==> config.mk <==
export PLATFORM = sky130hd
export DESIGN_NAME = addr_line_walker
export DESIGN_NICKNAME = d
export VERILOG_FILES = /design/src/rtl/aw_pkg.sv /design/src/rtl/aw_walker.sv /design/src/rtl/aw_probe.sv /design/src/rtl/aw_fault_log.sv /design/src/rtl/addr_line_walker.sv
export SDC_FILE = /design/constraint.sdc
export NUM_CORES = 1
export LEC_CHECK = 0
export ABC_CLOCK_PERIOD_IN_PS = 14000
export BUFFER_PORTS_ARGS = -buffer_cell sky130_fd_sc_hd__buf_4
export CAP_MARGIN = 25
export CORE_AREA = 2 2 116 118
export CTS_CLUSTER_DIAMETER = 60
export DETAILED_ROUTE_END_ITERATION = 10
export DIE_AREA = 0 0 118 120
export RECOVER_POWER = 100
export SKIP_LAST_GASP = 1
export SYNTH_ARGS = -nofsm -noshare
export SYNTH_HDL_FRONTEND = slang
export SYNTH_SLANG_ARGS = --single-unit
==> constraint.sdc <==
create_clock -name clk -period 14 [get_ports clk]
set_clock_uncertainty 0.2 [all_clocks]
set_input_delay 1.4 -clock clk [delete_from_list [all_inputs] [get_ports clk]]
set_output_delay 1.4 -clock clk [all_outputs]
set_load 0.05 [all_outputs]
==> src/rtl/aw_pkg.sv <==
package aw_pkg;
  typedef enum logic [3:0] {
    ST_IDLE,
    ST_EVAL,
    ST_RD1,
    ST_RD1W,
    ST_WR,
    ST_RD2,
    ST_RD2W,
    ST_STEP,
    ST_DONE
  } probe_st_t;
endpackage

==> src/rtl/aw_walker.sv <==
module aw_walker #(
  parameter int ADDR_W     = 12,
  parameter int WORD_BYTES = 4,
  parameter int LAST_OFS   = 8
) (
  input  logic              clk,
  input  logic              rst_n,
  input  logic              load,
  input  logic              step,
  input  logic [ADDR_W-1:0] base,
  input  logic [ADDR_W:0]   size,
  output logic [ADDR_W-1:0] test_addr,
  output logic [ADDR_W-1:0] target_addr,
  output logic              target_ok,
  output logic [ADDR_W-1:0] walk_mask,
  output logic              walk_last
);
  localparam logic [ADDR_W-1:0] MASK_INIT = ADDR_W'(WORD_BYTES);
  localparam logic [ADDR_W:0]   OFS_EXT   = (ADDR_W+1)'(LAST_OFS);

  function automatic logic [ADDR_W:0] region_end(input logic [ADDR_W-1:0] b,
                                                 input logic [ADDR_W:0] s);
    return {1'b0, b} + s;
  endfunction

  function automatic logic [ADDR_W-1:0] last_word(input logic [ADDR_W-1:0] b,
                                                  input logic [ADDR_W:0] s);
    logic [ADDR_W:0] sum;
    sum = region_end(b, s) - OFS_EXT;
    return sum[ADDR_W-1:0];
  endfunction

  function automatic logic inside_region(input logic [ADDR_W-1:0] a,
                                         input logic [ADDR_W-1:0] b,
                                         input logic [ADDR_W:0] s);
    return ({1'b0, a} >= {1'b0, b}) && ({1'b0, a} < region_end(b, s));
  endfunction

  logic              pass_q;
  logic [ADDR_W-1:0] mask_q;
  logic [ADDR_W-1:0] mask_nxt;

  assign mask_nxt = mask_q << 1;

  always_ff @(posedge clk) begin
    if (!rst_n) begin
      pass_q <= 1'b0;
      mask_q <= '0;
    end else if (load) begin
      pass_q <= 1'b0;
      mask_q <= MASK_INIT;
    end else if (step) begin
      if (mask_nxt == '0 && !pass_q) begin
        pass_q <= 1'b1;
        mask_q <= MASK_INIT;
      end else begin
        mask_q <= mask_nxt;
      end
    end
  end

  assign test_addr   = pass_q ? last_word(base, size) : base;
  assign target_addr = test_addr ^ mask_q;
  assign target_ok   = (mask_q != '0) && inside_region(target_addr, base, size);
  assign walk_mask   = mask_q;
  assign walk_last   = pass_q && (mask_nxt == '0);
endmodule

==> src/rtl/aw_probe.sv <==
module aw_probe
  import aw_pkg::*;
#(
  parameter int ADDR_W = 12,
  parameter int DATA_W = 32
) (
  input  logic              clk,
  input  logic              rst_n,
  input  logic              start,
  input  logic [ADDR_W-1:0] test_addr,
  input  logic [ADDR_W-1:0] target_addr,
  input  logic              target_ok,
  input  logic              walk_last,
  input  logic [DATA_W-1:0] mem_rdata,
  output logic              mem_req,
  output logic              mem_we,
  output logic [ADDR_W-1:0] mem_addr,
  output logic [DATA_W-1:0] mem_wdata,
  output logic              load,
  output logic              step,
  output logic              fault_hit,
  output logic              busy,
  output logic              done
);
  probe_st_t         st_q, st_d;
  logic [DATA_W-1:0] inv_q;

  assign load = start && (st_q == ST_IDLE || st_q == ST_DONE);
  assign step = (st_q == ST_STEP);

  always_comb begin
    st_d = st_q;
    unique case (st_q)
      ST_IDLE, ST_DONE: if (start) st_d = ST_EVAL;
      ST_EVAL:          st_d = target_ok ? ST_RD1 : ST_STEP;
      ST_RD1:           st_d = ST_RD1W;
      ST_RD1W:          st_d = ST_WR;
      ST_WR:            st_d = ST_RD2;
      ST_RD2:           st_d = ST_RD2W;
      ST_RD2W:          st_d = ST_STEP;
      ST_STEP:          st_d = walk_last ? ST_DONE : ST_EVAL;
      default:          st_d = ST_IDLE;
    endcase
  end

  always_ff @(posedge clk) begin
    if (!rst_n) begin
      st_q  <= ST_IDLE;
      inv_q <= '0;
    end else begin
      st_q <= st_d;
      if (st_q == ST_RD1W) inv_q <= ~mem_rdata;
    end
  end

  assign mem_req   = (st_q == ST_RD1) || (st_q == ST_WR) || (st_q == ST_RD2);
  assign mem_we    = (st_q == ST_WR);
  assign mem_addr  = (st_q == ST_WR) ? test_addr : target_addr;
  assign mem_wdata = inv_q;
  assign fault_hit = (st_q == ST_RD2W) && (mem_rdata == inv_q);
  assign busy      = (st_q != ST_IDLE) && (st_q != ST_DONE);
  assign done      = (st_q == ST_DONE);
endmodule

==> src/rtl/aw_fault_log.sv <==
module aw_fault_log #(
  parameter int ADDR_W = 12
) (
  input  logic              clk,
  input  logic              rst_n,
  input  logic              clear,
  input  logic              hit,
  input  logic [ADDR_W-1:0] test_addr,
  input  logic [ADDR_W-1:0] target_addr,
  input  logic [ADDR_W-1:0] mask,
  output logic              seen,
  output logic [ADDR_W-1:0] log_test,
  output logic [ADDR_W-1:0] log_target,
  output logic [ADDR_W-1:0] log_mask
);
  always_ff @(posedge clk) begin
    if (!rst_n || clear) begin
      seen       <= 1'b0;
      log_test   <= '0;
      log_target <= '0;
      log_mask   <= '0;
    end else if (hit && !seen) begin
      seen       <= 1'b1;
      log_test   <= test_addr;
      log_target <= target_addr;
      log_mask   <= mask;
    end
  end
endmodule

==> src/rtl/addr_line_walker.sv <==
module addr_line_walker #(
  parameter int ADDR_W     = 12,
  parameter int DATA_W     = 32,
  parameter int WORD_BYTES = DATA_W / 8,
  parameter int LAST_OFS   = 8
) (
  input  logic              clk,
  input  logic              rst_n,
  input  logic              start,
  input  logic [ADDR_W-1:0] region_base,
  input  logic [ADDR_W:0]   region_size,
  output logic              mem_req,
  output logic              mem_we,
  output logic [ADDR_W-1:0] mem_addr,
  output logic [DATA_W-1:0] mem_wdata,
  input  logic [DATA_W-1:0] mem_rdata,
  output logic              busy,
  output logic              done,
  output logic              fail,
  output logic [ADDR_W-1:0] fault_test_addr,
  output logic [ADDR_W-1:0] fault_target_addr,
  output logic [ADDR_W-1:0] fault_mask
);
  logic              load, step, target_ok, walk_last, fault_hit, fault_seen;
  logic [ADDR_W-1:0] test_addr, target_addr, walk_mask;

  aw_walker #(.ADDR_W(ADDR_W), .WORD_BYTES(WORD_BYTES), .LAST_OFS(LAST_OFS)) u_walker (
    .clk(clk), .rst_n(rst_n), .load(load), .step(step),
    .base(region_base), .size(region_size),
    .test_addr(test_addr), .target_addr(target_addr), .target_ok(target_ok),
    .walk_mask(walk_mask), .walk_last(walk_last)
  );

  aw_probe #(.ADDR_W(ADDR_W), .DATA_W(DATA_W)) u_probe (
    .clk(clk), .rst_n(rst_n), .start(start),
    .test_addr(test_addr), .target_addr(target_addr), .target_ok(target_ok),
    .walk_last(walk_last), .mem_rdata(mem_rdata),
    .mem_req(mem_req), .mem_we(mem_we), .mem_addr(mem_addr), .mem_wdata(mem_wdata),
    .load(load), .step(step), .fault_hit(fault_hit), .busy(busy), .done(done)
  );

  aw_fault_log #(.ADDR_W(ADDR_W)) u_log (
    .clk(clk), .rst_n(rst_n), .clear(load), .hit(fault_hit),
    .test_addr(test_addr), .target_addr(target_addr), .mask(walk_mask),
    .seen(fault_seen), .log_test(fault_test_addr),
    .log_target(fault_target_addr), .log_mask(fault_mask)
  );

  assign fail = done && fault_seen;
endmodule

==> impl_results.md, run 1 <==
- Status: finished, violations left
- Violated checks: max-capacitance violations, max-slew violations
- Post-cts sizing count: 0
- Die height: 120 um
- Setup TNS: 0 ns
- Residual DRC: 0
- Most frequent cells after synthesis: 80 x dfxtp_1, 78 x nand2_1, 50 x nor2_1
- H-Tree Depth: 3
- Largest net degree at the start of global routing: 65
- PortBufs: 142
- Critical-path cell list: clkbuf_1 > ha_1 > fa_1 > a21o_1 > a21oi_1 > xor2_1 > a32o_1 > nand3_1 > or4_2 > a31oi_1 > xnor2_1 > clkbuf_1
- Total gr overflow: 0
- Critical Path Most Common Cell: clkbuf_1
- Antenna viol nets, final: 0
- Max IR drop VDD: about 0.10 mV
- Worst endpoint required time: 12.40 ns
- Core Util, Final: ~47%
- GRT Resource Usage Total: 19.0%
- Synth area leader: dfxtp_1
- Most frequent cell after synthesis: dfxtp_1
- Post-Syn Area per Cell: 8.47 um2
- Post-place setup slack: 7.65 ns
- WP data arrival: 5.11 ns
- Critical path type: input port to output port
- # Post-CTS Setup Buffers: 0
- First-pass GRT wire length: 21.9 mm
- Hold slack: 0.258 ns
- CTS Buf Count: 9
- Top FF cell, synth: dfxtp_1
- Slew Limit Fails: 146
- Ys async rst share: 0%
- Layout net count: 821
- Static Leak: 0.00276 uW
- Warnings, synthesis: 0
- WL per Instance: roughly 15 um
- Clk sinks: 80
- Die width: 118 um
- Final hold violations: 0
- DR pass1 iterations: 4
- CP max FO: 4
- Element type at the critical path start: input port
- Tcrit/Tclk final: 47.9%
- Antenna cells: 0
- Max cap viols: 3
- Switch Pwr: 318 uW
- CTS hold repair buffers: 0
- Clk Latency, worst-skew pair: 0.34 ns
- Synthesized flop and latch total: 80
- Sequential fraction of the synthesis area: 31.4%
- Buf+Inv Stages, Crit Path: 2
- Post-synth EDFFs: 0
- Setup ws final: 7.29 ns
- Share of the synthesized area in the top cell type: 31.4%
- Finish-stage setup viols: 0
- Final worst path period need: 6.71 ns
- Slew of the pin with the lowest slew margin: 2.50 ns
- Die area: 14,200 um2
- GP Congestion: between 0.8 and 0.9
- Clk buf depth: 2
- Root Buffer: clkbuf_16
- Slowest stage delay, CP: between 0.6 and 0.7 ns
- Synth top area cells: dfxtp_1 31%, ha_1 8.8%, xnor2_1 6.4%
- Largest delay contributor family on the critical path: compound AO/OA/AOI/OAI gates
- Comb power frac: a little under two fifths
- Critical Path Sink Type: output port
- Syn Std Cell Area: 5100 um2
- PD cells: 126 nW/um2
- Post-synthesis cell type count: 58
- Vias: 4,586
- Unrepaired setup endpoints after global routing: no
- Row cnt: 42
- I/O Pins: 145
- Clock tree from TritonCTS: yes
- Sw Share: approximately two fifths
- Detail Placement HPWL: about 11 mm
- Int Pwr: ~460 uW
- Clk slew on worst S/H paths: 0.06 ns
- Sequential power share: 34.8%
- Clock share of power: ~28%
- Max transition margin: -66.6%
- Core area: 13,000 um2
- Highest clock rate: 149 MHz
- HP Class: flip-flop to flip-flop
- Syn Inst Count: roughly 600
- Post-Route WL: 13.6 mm
- Worst path slowest cell: or4_2
- Area Growth Syn to Fin: 20.9%
- Share of layout cells above drive strength 1: 11.8%
- 1st-iter DRT viols: 235
- Vias in the first global route: 4,445
- Initial core utilization: 39.3%
- Mean number of vias per cell: 5.07
- Initial antenna violation count: 0
==> area by class of cell <==
type | count | area [um2]
Fill cell | 1385 | 6820
Multi-Input combinational cell | 455 | 3190
Sequential cell | 80 | 1600
Timing Repair Buffer | 145 | 762
Clock buffer | 10 | 229
Tap cell | 176 | 220
Inverter | 33 | 124
Clock inverter | 6 | 36.3
==> path summary, 6_finish.rpt <==
| check | slack, ns | endpoint | depth (start not counted) | startpoint |
|---|---|---|---|---|
| worst max-delay path | 7.29 | mem_addr[10] | 12 | region_base[0] |
| worst max register to register | 9.72 | u_probe.st_q[2] | 11 | u_walker.pass_q |
| worst min register to register | 0.26 | u_log.log_test[11] | 2 | u_log.log_test[11] |
| worst min-delay path | 0.26 | u_log.log_test[11] | 2 | u_log.log_test[11] |
==> routing by layer <==
| metal | routed length, um | global-route usage [%] |
|---|---|---|
| met5 | 0 | 0 |
| met4 | 103 | 4.59 |
| met3 | 1010 | 5.94 |
| met2 | 6450 | 33.0 |
| met1 | 6070 | 23.0 |
==> cell families (layout without fill, tap and decap cells) <==
kind of cell               count (synthesis)  count (layout)  share of synthesized area, %
xor gates and xnor gates                  62              62                          10.7
other                                      1               2                        0.0736
buffers and inverters                     68             194                          5.84
and+or+nand+nor                          196             196                          17.7
muxes                                     29              29                          5.74
DFF                                       80              80                          31.4
adders and majority gates                 37              37                          9.23
AOI/OAI and AO/OA                        129             129                          19.3
==> flip-flops by register name, summed over array words and instances, names as in the netlist <==
name and flops:
u_log.log_test 10, u_walker.walk_mask 10, u_log.log_mask 10, u_walker.pass_q 1, u_log.log_target 12, u_probe.st_q 4
u_probe.mem_wdata 32, u_log.seen 1
==> cells in the final DEF (no fill, tap or decap), types with 3 or more instances in the layout <==
cell type,count
mux2i_1,27
o211a_1,32
dfxtp_1,80
nand2b_1,8
a2111oi_0,3
nor2b_1,6
nor3_1,9
inv_1,32
o21ai_0,14
buf_4,58
a211oi_1,8
a21o_1,6
clkbuf_1,88
or3_1,9
xor2_1,25
ha_1,36
nand2_1,78
o211ai_1,3
nand4_1,6
o21a_1,4
nand3_1,9
a211oi_2,3
nor2_1,50
xnor2_1,37
clkbuf_16,9
a21oi_1,34
clkinv_2,4
nor4_1,6
==> power groups by stage <==
stage	combinational [uW]	sequential, uW	clock, uW
after floorplan	179	319	0
after global placement	312	274	0
after detailed placement	316	276	0
after CTS	317	271	219
after global routing	321	273	229
final	294	271	214
==> worst min-delay path, stage by stage, from the launching register on <==
cell	delay, ns
dfxtp_1	0.31
nand2_1	0.05
a21oi_1	0.05
==> stage by stage <==
stage / cell area (um2) / power [uW] / cells
4_1_cts: 6510 / 807 / 905
6_report: 6160 / 778 / 905
3_3_place_gp: 6250 / 587 / 889
2_1_floorplan: 5100 / 499 / 603
3_5_place_dp: 6250 / 592 / 889
5_1_grt: 6160 / 824 / 905
Note: power is estimated with default switching activity, not from simulation.
==> inputs of run 2 (changes only) <==
--- a/config.mk
+++ b/config.mk
@@ -5,7 +5,7 @@
 export SDC_FILE = /design/constraint.sdc
 export NUM_CORES = 1
 export LEC_CHECK = 0
-export ABC_CLOCK_PERIOD_IN_PS = 14000
+export ABC_CLOCK_PERIOD_IN_PS = 6900
 export BUFFER_PORTS_ARGS = -buffer_cell sky130_fd_sc_hd__buf_4
 export CAP_MARGIN = 25
 export CORE_AREA = 2 2 116 118
==> constraint.sdc (replaced) <==
create_clock -name clk -period 6.9 [get_ports clk]
set_clock_uncertainty 0.2 [all_clocks]
set_input_delay 0.69 -clock clk [delete_from_list [all_inputs] [get_ports clk]]
set_output_delay 0.69 -clock clk [all_outputs]
set_load 0.05 [all_outputs]
==> run 2 against run 1 <==
  * The run still ends with max-capacitance violations, max-slew violations left
  * Power up 110%
  * Clock power grew 110%
  * Sequential cell count did not move
==> impl_results.md, run 2 (same netlist as run 1, synthesis figures left out) <==
- Clk slew on worst S/H paths: 0.06 ns
- Critical-path cell list: clkbuf_1 > ha_1 > fa_1 > a21o_1 > a21oi_1 > xor2_1 > a32o_1 > nand3_1 > or4_4 > a31oi_4 > xnor2_1 > inv_1 > ha_1 > a2111oi_0 > o21ai_0 > a31o_2 > a2111oi_0 > nor3_1
- Largest net degree at the start of global routing: 65
- Vias: 4,594
- HP Class: flip-flop to flip-flop
- Element type at the critical path start: input port
- PortBufs: 142
- Max transition margin: -58.5%
- GRT met1 Usage: 22.1%
- Slew Limit Fails: 119
- Row cnt: 42
- I/O Pins: 145
- Highest clock rate: 190 MHz
- DR pass1 iterations: 5
- Clk sinks: 80
- Slew of the pin with the lowest slew margin: 2.38 ns
- Vias in the first global route: roughly 4.5k
- Total gr overflow: 0
- 1st-iter DRT viols: 181
- Worst reg2reg path depth: 11
- Antenna viol nets, final: 0
- CP max FO: 4
- Storage element area: around 1600 um2
- Critical path type: input port to flip-flop
- Core Util, Final: 47.8%
- Share of layout cells above drive strength 1: between 10% and 20%
- GR peak layer: met2
- CTS hold repair buffers: 0
- Die area: 14,200 um2
- Tcrit/Tclk final: 76.1%
- Root Buffer: clkbuf_16
- H-Tree Depth: 3
- Setup TNS: 0 ns
- Critical Path Sink Type: flip-flop
- Worst Hold Path Cells: 2
- Worst endpoint required time: 6.92 ns
- Worst path slowest cell: or4_4
- # Post-CTS Setup Buffers: 0
- Post-Route WL: 13.4 mm
- GRT Resource Usage Total: approximately a fifth
- Violated checks: max-capacitance violations, max-slew violations
- Final worst path period need: 5.25 ns
- PD cells: about 260 nW/um2
- GP Congestion: 0.898
- Initial core utilization: between 30% and 40%
- Max IR drop VDD: 0.220 mV
- Layout net count: 821
- Commonest non-fill, non-tap cell in the layout: clkbuf_1
- Fillers: between 1k and 1.5k
- CTS Buf Count: 9
- Die width: 118 um
- Residual DRC: 0
- Antenna cells: 0
- Area Growth Syn to Fin: 21.8%
- Detail Placement HPWL: 10.5 mm
- WL per Instance: 14.9 um
- Highest-count cells in the layout ignoring fill and taps: 88 x clkbuf_1, 80 x dfxtp_1, 78 x nand2_1
- Clk buf depth: 2
- Mean number of vias per cell: about 5.1
- Unrepaired setup endpoints after global routing: no
- Static Leak: 0.00278 uW
- Finish-stage setup viols: 0
- Initial antenna violation count: 0
- Clock tree from TritonCTS: yes
- Clk Latency, worst-skew pair: approximately 0.34 ns
- Max cap viols: 3
- Status: finished, violations left
- GRT met2 Usage: between 30% and 40%
- Max reg flops: 32
- Met3 GRT Util: 7.56%
- Die height: 120 um
- Final hold violations: 0
- Core area: 13,000 um2
- Area of the multi-input gates: between 3000 and 4000 um2
- Post-cts sizing count: 0
- First-pass GRT wire length: 22.0 mm
- WP data arrival: 5.27 ns
- Slowest stage delay, CP: between 0.5 and 0.6 ns
## run 2: cell types whose count changed in the layout (fill, tap and decap cells not counted), sizes merged
cell / delta
clkinv: -4
buf: -1
clkbuf: +4
## run 2: final timing paths
path	start	to	slack [ns]
min reg2reg	u_log.log_test[11]	u_log.log_test[11]	0.27
max reg2reg	u_walker.pass_q	u_probe.st_q[2]	2.74
max	region_base[0]	u_probe.st_q[2]	1.65
min	u_log.log_test[11]	u_log.log_test[11]	0.27
## run 2: area by class of cell
type | instances | area share (%)
multi-input combinational | 455 | 51.7
inverter | 33 | 2.00
clock inverter | 2 | 0.202
clock buffer | 13 | 4.52
tap | 176 | 3.55
timing repair buffer | 145 | 12.2
sequential | 80 | 25.8
## run 2: report_power, final
| part | internal, uW | leakage [uW] | switching, uW | total, uW |
|---|---|---|---|---|
| combinational | 187 | 0.00199 | 405 | 593 |
| sequential | 502 | 0.000647 | 46.5 | 548 |
| clock | 280 | 0.000144 | 180 | 460 |
## run 2: per-layer routing
layer | wire [um] | vias to the layer above
met2 | 6440 | 134
li1 | - | 2345
met5 | 0 | -
met3 | 1070 | 13
met1 | 5770 | 2102
met4 | 160 | 0
## run 2: stage by stage
step	std cells	hold WS [ns]	cell area, um2	total power (uW)	worst slack, ns
3_3_place_gp	889	0.243	6250	1190	1.46
5_1_grt	904	0.299	6210	1700	1.34
4_1_cts	904	0.269	6540	1670	1.71
6_report	904	0.269	6210	1600	1.65
2_1_floorplan	603	0.256	5100	1010	1.89
3_5_place_dp	889	0.256	6250	1200	1.38
## run 2: critical path: cells and delay by family
kind            cells  cell delay (ns)
buf+inv             2             0.20
simple gates        3             0.80
fa+ha+maj           3             0.98
xor+xnor            2             0.47
compound gates      8             2.13
